### config.mk
export PLATFORM = sky130hd
export DESIGN_NAME = sram_bank_ctrl
export DESIGN_NICKNAME = d
export VERILOG_FILES = /design/src/rtl/sbc_pkg.sv /design/src/rtl/sbc_phase_cnt.sv /design/src/rtl/sbc_turn_guard.sv /design/src/rtl/sram_bank_ctrl.sv
export SDC_FILE = /design/constraint.sdc
export NUM_CORES = 1
export LEC_CHECK = 0
export ABC_AREA = 1
export CORE_ASPECT_RATIO = 0.75
export CORE_MARGIN = 3
export CORE_UTILIZATION = 40
export DETAILED_ROUTE_END_ITERATION = 12
export PLACE_DENSITY = 0.82
export SLEW_MARGIN = 20
export SYNTH_ARGS = -nofsm -noshare
export SYNTH_HDL_FRONTEND = slang
export SYNTH_HIERARCHICAL = 1
export SYNTH_SLANG_ARGS = --single-unit
export TNS_END_PERCENT = 5
### constraint.sdc
create_clock -name clk -period 1.9 [get_ports clk]
set_input_delay 0.285 -clock clk [delete_from_list [all_inputs] [get_ports clk]]
set_output_delay 0.285 -clock clk [all_outputs]
set_load 0.03 [all_outputs]
### src/rtl/sbc_pkg.sv
`timescale 1ns/1ps
package sbc_pkg;

    localparam int unsigned NUM_BANKS = 2;

    typedef enum logic [2:0] {
        ST_IDLE  = 3'd0,
        ST_TURN  = 3'd1,
        ST_SETUP = 3'd2,
        ST_PULSE = 3'd3,
        ST_HOLD  = 3'd4,
        ST_READ  = 3'd5
    } sbc_state_e;

    function automatic logic [NUM_BANKS-1:0] bank_onehot(input logic lsb);
        bank_onehot = lsb ? 2'b10 : 2'b01;
    endfunction

    function automatic int unsigned max_u(input int unsigned a, input int unsigned b);
        max_u = (a > b) ? a : b;
    endfunction

    function automatic logic state_drives(input sbc_state_e s);
        state_drives = (s == ST_SETUP) || (s == ST_PULSE) || (s == ST_HOLD);
    endfunction

endpackage

### src/rtl/sbc_phase_cnt.sv
`timescale 1ns/1ps
module sbc_phase_cnt #(
    parameter int unsigned CNT_W = 2
) (
    input  logic             clk,
    input  logic             rst,
    input  logic             load,
    input  logic [CNT_W-1:0] load_val,
    output logic             last
);
    logic [CNT_W-1:0] cnt_q;

    always_ff @(posedge clk) begin
        if (rst) begin
            cnt_q <= '0;
        end else if (load) begin
            cnt_q <= load_val;
        end else if (cnt_q != '0) begin
            cnt_q <= cnt_q - 1'b1;
        end
    end

    assign last = (cnt_q == '0);
endmodule

### src/rtl/sbc_turn_guard.sv
`timescale 1ns/1ps
module sbc_turn_guard #(
    parameter int unsigned TURN_CYC = 1
) (
    input  logic clk,
    input  logic rst,
    input  logic arm,
    output logic clear
);
    localparam int unsigned TW = $clog2(TURN_CYC + 1);

    logic [TW-1:0] wait_q;

    always_ff @(posedge clk) begin
        if (rst) begin
            wait_q <= '0;
        end else if (arm) begin
            wait_q <= TW'(TURN_CYC);
        end else if (wait_q != '0) begin
            wait_q <= wait_q - 1'b1;
        end
    end

    assign clear = (wait_q == '0);
endmodule

### src/rtl/sram_bank_ctrl.sv
`timescale 1ns/1ps
module sram_bank_ctrl
    import sbc_pkg::*;
#(
    parameter int unsigned ADDR_W    = 8,
    parameter int unsigned DATA_W    = 16,
    parameter int unsigned SETUP_CYC = 2,
    parameter int unsigned PULSE_CYC = 3,
    parameter int unsigned HOLD_CYC  = 1,
    parameter int unsigned READ_CYC  = 2,
    parameter int unsigned TURN_CYC  = 1
) (
    input  logic                 clk,
    input  logic                 rst,
    input  logic                 req_valid,
    input  logic                 req_write,
    input  logic [ADDR_W-1:0]    req_addr,
    input  logic [DATA_W-1:0]    req_wdata,
    output logic                 req_ready,
    output logic                 rsp_done,
    output logic [DATA_W-1:0]    rsp_rdata,
    output logic [ADDR_W-2:0]    mem_addr,
    output logic [1:0]           mem_ce,
    output logic                 mem_we,
    output logic [DATA_W-1:0]    mem_dq_out,
    output logic                 mem_dq_oe,
    input  logic [DATA_W-1:0]    mem_dq_in
);
    localparam int unsigned MEM_AW  = ADDR_W - 1;
    localparam int unsigned CNT_MAX = max_u(max_u(SETUP_CYC, PULSE_CYC), max_u(HOLD_CYC, READ_CYC));
    localparam int unsigned CNT_W   = max_u($clog2(CNT_MAX + 1), 1);

    sbc_state_e         state_q, state_n;
    logic               accept, finish, rd_finish;
    logic               ph_load, ph_last, bus_clear;
    logic [CNT_W-1:0]   ph_val;
    logic               bank_q, bank_n;
    logic [MEM_AW-1:0]  addr_q;
    logic [DATA_W-1:0]  wdata_q, rdata_q;
    logic [1:0]         ce_q;
    logic               we_q, oe_q, done_q;

    sbc_phase_cnt #(.CNT_W(CNT_W)) u_phase (
        .clk      (clk),
        .rst      (rst),
        .load     (ph_load),
        .load_val (ph_val),
        .last     (ph_last)
    );

    sbc_turn_guard #(.TURN_CYC(TURN_CYC)) u_turn (
        .clk   (clk),
        .rst   (rst),
        .arm   (rd_finish),
        .clear (bus_clear)
    );

    assign accept = (state_q == ST_IDLE) && req_valid;
    assign bank_n = accept ? req_addr[0] : bank_q;

    always_comb begin
        state_n   = state_q;
        ph_load   = 1'b0;
        ph_val    = '0;
        finish    = 1'b0;
        rd_finish = 1'b0;
        unique case (state_q)
            ST_IDLE: begin
                if (req_valid) begin
                    if (!req_write) begin
                        state_n = ST_READ;
                        ph_load = 1'b1;
                        ph_val  = CNT_W'(READ_CYC - 1);
                    end else if (!bus_clear) begin
                        state_n = ST_TURN;
                    end else begin
                        state_n = ST_SETUP;
                        ph_load = 1'b1;
                        ph_val  = CNT_W'(SETUP_CYC - 1);
                    end
                end
            end
            ST_TURN: begin
                if (bus_clear) begin
                    state_n = ST_SETUP;
                    ph_load = 1'b1;
                    ph_val  = CNT_W'(SETUP_CYC - 1);
                end
            end
            ST_SETUP: begin
                if (ph_last) begin
                    state_n = ST_PULSE;
                    ph_load = 1'b1;
                    ph_val  = CNT_W'(PULSE_CYC - 1);
                end
            end
            ST_PULSE: begin
                if (ph_last) begin
                    state_n = ST_HOLD;
                    ph_load = 1'b1;
                    ph_val  = CNT_W'(HOLD_CYC - 1);
                end
            end
            ST_HOLD: begin
                if (ph_last) begin
                    state_n = ST_IDLE;
                    finish  = 1'b1;
                end
            end
            ST_READ: begin
                if (ph_last) begin
                    state_n   = ST_IDLE;
                    finish    = 1'b1;
                    rd_finish = 1'b1;
                end
            end
            default: state_n = ST_IDLE;
        endcase
    end

    // Pin registers are loaded from the next-state decode so every pin is a flop output.
    always_ff @(posedge clk) begin
        if (rst) begin
            state_q <= ST_IDLE;
            bank_q  <= 1'b0;
            addr_q  <= '0;
            wdata_q <= '0;
            rdata_q <= '0;
            ce_q    <= '0;
            we_q    <= 1'b0;
            oe_q    <= 1'b0;
            done_q  <= 1'b0;
        end else begin
            state_q <= state_n;
            done_q  <= finish;
            bank_q  <= bank_n;
            if (accept) begin
                addr_q  <= req_addr[ADDR_W-1:1];
                wdata_q <= req_wdata;
            end
            if (rd_finish) begin
                rdata_q <= mem_dq_in;
            end
            ce_q <= (state_drives(state_n) || state_n == ST_READ) ? bank_onehot(bank_n) : 2'b00;
            we_q <= (state_n == ST_PULSE);
            oe_q <= state_drives(state_n);
        end
    end

    assign req_ready  = (state_q == ST_IDLE);
    assign rsp_done   = done_q;
    assign rsp_rdata  = rdata_q;
    assign mem_addr   = addr_q;
    assign mem_ce     = ce_q;
    assign mem_we     = we_q;
    assign mem_dq_out = wdata_q;
    assign mem_dq_oe  = oe_q;
endmodule

Word-level counts from Yosys, hierarchy flattened
Index checks and enable logic that the tools add are counted.

Output and inout port bits: 45. Input bits: 44. Logic and storage cells: 61. Flip-flop bits (word level): 51.

Bitwise operators: 2. Equality and inequality tests: 9. $add $sub $neg: 2. Multiplexer cells: 25. Reduce and logical (&&, ||, !) cells: 12.

Operators with widths (count): $mux 3 (6); $pmux 3 s5 (1); $eq 3x2->1 const B (4); $eq 3x3->1 const B (4); $mux 1 (11); $mux 2 (5); $reduce_or 2->1 (4); $pmux 2 s3 (1); $reduce_bool 2->1 (2); $eq 3x1->1 const B (1); $logic_not 3->1 (1); $logic_or 1x1->1 (3); $pmux 1 s3 (1); $logic_not 2->1 (1); $not 1->1 (2); $sub 2x1->2 const B (1); $logic_and 1x1->1 (1); $sub 1x1->1 const B (1).

Depth between registers and ports, before layout
Gate-level depths: netlist of run 1.

Word-level depth: 10. Gate-level depth with buffers: 9. Depth with buffers taken out: 9.

Cells and area by module
Netlist of run 1, hierarchy kept.

Modules (own cells, without submodules): sram_bank_ctrl (cells each 235, area each 1808.0 um2, sequential area each 960.9 um2, instances 1); sbc_phase_cnt (cells each 17, area each 113.9 um2, sequential area each 40.0 um2, instances 1); sbc_turn_guard (cells each 4, area each 33.8 um2, sequential area each 20.0 um2, instances 1).

Least setup slack after synthesis of run 1
OpenSTA, ideal clock, no wires.

Path type: reg-to-reg. Start: register state_q[1]. End: register u_phase.cnt_q[1]. Library setup time: 0.120 ns. Period minus slack after synthesis: 1.408 ns. Path slack: 0.492 ns. Arrival time: 1.288 ns. Stages on the path, launching flop included: 10. Cells stage by stage: dfxtp_1 nor2_4 nand3_4 inv_2 buf_4 nand2_1 o211ai_1 inv_1 o21ai_0 a21oi_1.

Word-level cells in the longest chain between the ends: 4. Elaborated cells between the ends (all ways): 9.

Ends and longest elaborated chain: start: declaration (RTL line sram_bank_ctrl.sv:33) `sbc_state_e state_q, state_n;`; start signal: assignment (RTL line sram_bank_ctrl.sv:134) `state_q <= state_n;`; $eq 3x2->1 (RTL line sram_bank_ctrl.sv:67) `unique case (state_q)`; $reduce_or 2->1 (no source line); $pmux 1 s3 (*) (RTL line sram_bank_ctrl.sv:67); named net ph_load (RTL line sram_bank_ctrl.sv:35) `logic ph_load, ph_last, bus_clear;`; $mux 2 / $reduce_bool 2->1 (equally long branches); end signal: assignment (RTL line sbc_phase_cnt.sv:17) `cnt_q <= load_val;`; end signal: assignment (RTL line sbc_phase_cnt.sv:19) `cnt_q <= cnt_q - 1'b1;`; end: declaration (RTL line sbc_phase_cnt.sv:11) `logic [CNT_W-1:0] cnt_q;`.

Mark *: on every way through the listed nets, which the timed path passes. The rest lies on a longest branch. A chain may end at the register's enable or synchronous reset.

Worst setup path in the final report of run 1
Start: register state_q[1]. End: output port req_ready.

Word-level cells in the longest chain between the ends: 1.

Ends and longest elaborated chain: $logic_not 3->1 (RTL line sram_bank_ctrl.sv:150) `assign req_ready = (state_q == ST_IDLE);`; end: declaration (RTL line sram_bank_ctrl.sv:19) `output logic req_ready,`.

Every way passes these cells.

==> run metrics, run 1 <==
Longest Clk Path Bufs 2; grt ovf 0; final hold vios 0; final cell count without fillers 402; post-synthesis sequential area ratio around 52%; vias in the first global route 1773; Clock Latency Late Sink 0.30 ns; Fill cells 418; Overall Power 3120 uW; Lkg Pwr 0.00116 uW; core area 0.00460 sq mm; Net Count, Synth ~300; Setup Skew about 0.003 ns; normalized max-slew margin 74.6%; area delta synth->final 51.2%; Synth Cell Area 0.00196 sq mm; n_diodes 0; postcts setup bufs 0; Crit. End Element output port; Routed Wire Length 4.80 mm; largest net degree at the start of global routing 21; critical path's slowest cell dfxtp_1; die area a little under 0.006 sq mm; pre-CTS WS 0.184 ns; Synth warnings 6; share of post-route cells with drive strength above 1 7.54%; synthesized flop and latch total 51; post-synth cell types 25; RSZ-0062 raised after global routing false; Final Max Tran Viols 0; CTS tree built; H-Tree Depth 2; Cells after Synth 256; Post-route DRC 0; FF+latch area 0.00102 sq mm; PwrDens about 1100 mW/mm^2; global-route wire length before repair around 8.0 mm; Yosys top cell area share a little over half; Starting Density 42.5%; Cell Rows 21; RePlAce Congestion 0.839; routed len/inst between 10 and 15 um; max cap viols 0; slowest stage delay, CP between 0.3 and 0.4 ns; CP Class register to output port; Worst Path Arrival 1.41 ns; number of cells after detailed placement between 300 and 400; fmax ~600 MHz; worst-margin pin slew 0.381 ns; crit-path cells nor2_4 -> nand2_1 -> inv_1 -> dlygate4sd2_1; Die X between 80 and 90 um; Mean Syn Cell Area 7.64 sq um; final setup vio count 0; outcome finished clean; final period utilization 89.1%; setup_tns 0 ns; I/O pin count 89; initial antenna violation count 0; fin nets 390; clock buffer count from CTS 5; die height 66.6 um; GRT Overall Usage 17.4%; Vias/cell 4.68; VDD IR max about 640 uV; area occupied by multi-input gates slightly below 800 sq um; Tmin final 1.69 ns; worst hold path class input pin to register; Port Buffer Count 88; maximum fanout along the worst path 6; synth top area cells dfxtp_1 52%, nand2_1 18%, a21oi_1 11%; antenna-violating nets left 0; clk slew on worst S/H paths 0.09 ns; first drt pass iteration count 4; Setup WS post-layout 0.207 ns; Synth area leader dfxtp_1; clock root cell clkbuf_8; DR vias about 1900; post-DP HPWL 3.56 mm; initial DRC count 67; CP Data Required Time 1.62 ns; crit start category register; clk sinks 51
-- worst paths after layout --
kind / from / to / slack (ns) / cells past startpoint
worst max-delay path: state_q[1]$_SDFF_PP0_ / req_ready / 0.21 / 4
worst min-delay path: rst / state_q[1]$_SDFF_PP0_ / 0.38 / 2
worst max register to register: u_phase/cnt_q[0]$_SDFFE_PP0P_ / u_phase/cnt_q[1]$_SDFFE_PP0P_ / 0.31 / 7
worst min register to register: mem_dq_out[11]$_SDFFE_PP0P_ / mem_dq_out[11]$_SDFFE_PP0P_ / 0.47 / 2
-- power by group --
group          switching, uW  total [uW]  internal, uW
registers               89.8        1310          1220
logic                    723        1200           477
clock network            332         618           286
-- layout by cell type, fill, tap and decap left out --
cell | synthesis | routed
buf_2 | 1 | 1
nor3_1 | 2 | 2
inv_4 | 1 | 1
nor2_4 | 1 | 1
inv_1 | 14 | 14
clkinv_2 | 0 | 1
ha_1 | 1 | 1
a21oi_1 | 43 | 43
or2_1 | 1 | 1
nand4_1 | 2 | 2
clkdlybuf4s50_1 | 0 | 86
o21ai_2 | 1 | 1
dlygate4sd2_1 | 0 | 1
nor2_1 | 13 | 13
nand2_1 | 96 | 96
inv_2 | 5 | 5
dfxtp_1 | 51 | 51
nand3_1 | 4 | 4
nand3_4 | 2 | 2
nor2_2 | 2 | 2
o211ai_1 | 1 | 1
o21ai_0 | 3 | 3
buf_4 | 3 | 5
clkbuf_8 | 0 | 6
nand2_2 | 1 | 1
or2_0 | 1 | 1
-- Yosys cell counts (all sizes together) --
cell type / n
nand2: 97
dfxtp: 51
a21oi: 43
inv: 20
nor2: 16
buf: 7
nand3: 6
clkbuf: 4
o21ai: 4
nand4: 2
nor3: 2
or2: 2
ha: 1
o211ai: 1
-- sequential cells by signal (all words and copies together), names as in the netlist --
signal,cells
mem_we,1
mem_dq_oe,1
bank_q,1
rsp_rdata,16
u_turn/wait_q,1
mem_ce,2
u_phase/cnt_q,2
mem_dq_out,16
mem_addr,7
state_q,3
rsp_done,1
-- cells by family after synthesis --
logic type	Yosys count	synth area share, %
AO/OA/AOI/OAI	48	12.6
AND/OR/NAND/NOR	125	27.1
flip-flops	51	52.2
buffers and inverters	31	7.49
adder cells (fa/ha/maj)	1	0.640
-- per-layer routing --
metal	share of wire (%)	track usage [%]
met5	0	0
met4	0.75	6.23
met3	7.5	5.19
met2	45	27.0
met1	46	23.0
-- per-stage QoR --
step | hold slack [ns] | utilization (%) | area (sq um)
2_1_floorplan | 0.352 | - | 1960
3_3_place_gp | 0.452 | 62.4 | 2870
3_5_place_dp | 0.454 | 62.4 | 2870
4_1_cts | 0.366 | 64.3 | 2960
5_1_grt | 0.373 | 64.3 | 2960
6_report | 0.377 | 64.3 | 2960
-- cell type report --
| class | instances | area share (%) |
|---|---|---|
| Multi-Input combinational cell | 174 | 26.6 |
| Clock inverter | 1 | 0.169 |
| Tap cell | 57 | 2.41 |
| Timing Repair Buffer | 93 | 30.8 |
| Sequential cell | 51 | 34.5 |
| Inverter | 20 | 2.62 |
| Clock buffer | 6 | 2.79 |
-- critical path, delay by kind of cell, from the launching register on --
family	cells	cell delay [ns]
DFF	1	0.39
buffers and inverters	2	0.45
and+or+nand+nor	2	0.27
-- what timing repair did --
action / 4_1_cts / 5_1_grt
endpoints found under the setup margin: 1 / 0
hold endpoints to repair: 0 / 0
hold buffers: 0 / 0
resized for setup: 1 / 0
(Power assumes the default switching activity.)
==> inputs of run 2 (changes only) <==
--- a/config.mk
+++ b/config.mk
@@ -10,7 +10,8 @@
 export CORE_MARGIN = 3
 export CORE_UTILIZATION = 40
 export DETAILED_ROUTE_END_ITERATION = 12
-export PLACE_DENSITY = 0.82
+export DONT_BUFFER_PORTS = 1
+export PLACE_DENSITY = 0.58
 export SLEW_MARGIN = 20
 export SYNTH_ARGS = -nofsm -noshare
 export SYNTH_HDL_FRONTEND = slang
==> run metrics, run 2 (same netlist as run 1, synthesis figures left out) <==
antenna-violating nets left 0 (unchanged); clock buffer count from CTS 5 (unchanged); Post-route DRC 0 (unchanged); crit start category register (unchanged); Worst Path Arrival 1.73 ns (was 1.41 ns); Longest Clk Path Bufs 2 (unchanged); post-DP HPWL 2.85 mm (was 3.56 mm); CP Class register to register (was register to output port); most frequent cells in the layout 96 x nand2_1, 51 x dfxtp_1, 43 x a21oi_1 (was 96 x nand2_1, 86 x clkdlybuf4s50_1, 51 x dfxtp_1); n_diodes 0 (unchanged); I/O pin count 89 (unchanged); final period utilization 80.8% (was 89.1%); initial DRC count 73 (was 67); max cap viols 0 (unchanged); Tmin final 1.54 ns (was 1.69 ns); share of post-route cells with drive strength above 1 9.02% (was 7.54%); fmax 651 MHz (was 591 MHz); area delta synth->final 7.10% (was 51.2%); H-Tree Depth 2 (unchanged); Final Max Tran Viols 0 (unchanged); clk slew on worst S/H paths 0.10 ns (was 0.09 ns); Port Buffer Count 0 (was 88); Setup crit start u_phase/cnt_q[0]$_SDFFE_PP0P_ (was state_q[1]$_SDFF_PP0_); hold slack 0.0404 ns (was 0.377 ns); final hold vios 0 (unchanged); Clock Latency Late Sink 0.30 ns (about the same); Vias/cell 4.88 (was 4.68); Lkg Pwr 0.000830 uW (was 0.00116 uW); final setup vio count 0 (unchanged); Cell Rows 21 (unchanged); die height 66.6 um (unchanged); Starting Density 42.5% (unchanged); worst r2r path cells 7 (unchanged); R2R Setup Slk 0.36 ns (was 0.31 ns); CP Data Required Time 2.10 ns (was 1.62 ns); largest net degree at the start of global routing 49 (was 21); initial antenna violation count 0 (unchanged); first drt pass iteration count 4 (unchanged); core area 0.00460 sq mm (unchanged); outcome finished clean (unchanged); setup_tns 0 ns (unchanged); global-route wire length before repair 6.45 mm (was 8.02 mm); Crit. End Element register (was output port); worst hold path class input pin to register (unchanged); Crit Reg-Reg Endpoint u_phase/cnt_q[1]$_SDFFE_PP0P_ (unchanged); die area 0.00577 sq mm (unchanged); maximum fanout along the worst path 10 (was 6); fin nets 299 (was 390); CTS tree built (unchanged); normalized max-slew margin 75.8% (was 74.6%); Routed Wire Length 4.16 mm (was 4.80 mm); clk sinks 51 (unchanged); CTS resizes 0 (was 1); VDD IR max 731 uV (was 642 uV); Core Util, Final 45.6% (was 64.3%); PwrDens 1420 mW/mm^2 (was 1060 mW/mm^2); RSZ-0062 raised after global routing false (unchanged); DR vias 1524 (was 1883); postcts setup bufs 0 (unchanged); vias in the first global route 1281 (was 1773); grt ovf 0 (unchanged); Post-DP Area 0.00197 sq mm (was 0.00287 sq mm); clock root cell clkbuf_8 (unchanged); Hold Path Origin rst (unchanged); commonest non-fill, non-tap cell in the layout nand2_1 (unchanged); pre-CTS WS 0.376 ns (was 0.184 ns); post-route cell area 0.00209 sq mm (was 0.00296 sq mm); Worst Hold End rsp_rdata[5]$_SDFFE_PP0P_ (was state_q[1]$_SDFF_PP0_); GRT Overall Usage 14.4% (was 17.4%); routed len/inst 13.3 um (was 11.9 um); Post-CTS Hold Buffers 0 (unchanged); Setup WS post-layout 0.365 ns (was 0.207 ns); worst-margin pin slew 0.362 ns (was 0.381 ns); Die X 86.7 um (unchanged); RePlAce Congestion 0.777 (was 0.839); R2R Path Start u_phase/cnt_q[0]$_SDFFE_PP0P_ (unchanged); Worst Hold Depth 1 (was 2); Setup Skew 0.00740 ns (was 0.00301 ns)
[run 2: final cells by class]
cell class | instances | area [sq um]
Timing Repair Buffer | 2 | 15.0
Inverter | 20 | 77.6
Clock inverter | 2 | 38.8
Tap cell | 57 | 71.3
Sequential cell | 51 | 1020
Fill cell | 471 | 2500
Multi-Input combinational cell | 174 | 788
Clock buffer | 6 | 82.6
[run 2: per-layer routing]
metal | track usage, % | vias to the layer above | wire [um]
li1 | - | 802 | -
met2 | 18.9 | 58 | 1750
met1 | 21.0 | 662 | 2000
met5 | 0 | - | 0
met4 | 4.67 | 0 | 24
met3 | 5.69 | 2 | 377
[run 2: how the worst max path moves through the flow]
stage / to / slack [ns] / cells after the start
2_1_floorplan: u_phase/cnt_q[1]$_SDFFE_PP0P_ / 0.49 / 9
3_3_place_gp: rsp_rdata[2]$_SDFFE_PP0P_ / 0.41 / 6
3_5_place_dp: rsp_rdata[15]$_SDFFE_PP0P_ / 0.38 / 6
4_1_cts: rsp_rdata[15]$_SDFFE_PP0P_ / 0.37 / 6
5_1_grt: u_phase/cnt_q[1]$_SDFFE_PP0P_ / 0.17 / 7
6_report: u_phase/cnt_q[1]$_SDFFE_PP0P_ / 0.36 / 7
[run 2: where the power goes]
part | switching [uW] | internal, uW | leakage, uW
sequential | 321 | 1220 | 0.000416
clock | 360 | 433 | 0.0000618
combinational | 426 | 208 | 0.000352
total | 1110 | 1860 | 0.000830
[run 2: critical path, cell delays in order, from the launching register on]
cell      delay, ns
dfxtp_1        0.32
inv_1          0.07
ha_1           0.37
inv_1          0.12
o211ai_1       0.24
inv_1          0.09
o21ai_0        0.15
a21oi_1        0.06
[run 2: metrics by stage]
step | instances | total power (uW)
2_1_floorplan | 256 | 2090
3_3_place_gp | 304 | 2200
3_5_place_dp | 304 | 2200
4_1_cts | 312 | 3000
5_1_grt | 312 | 3170
6_report | 312 | 2960
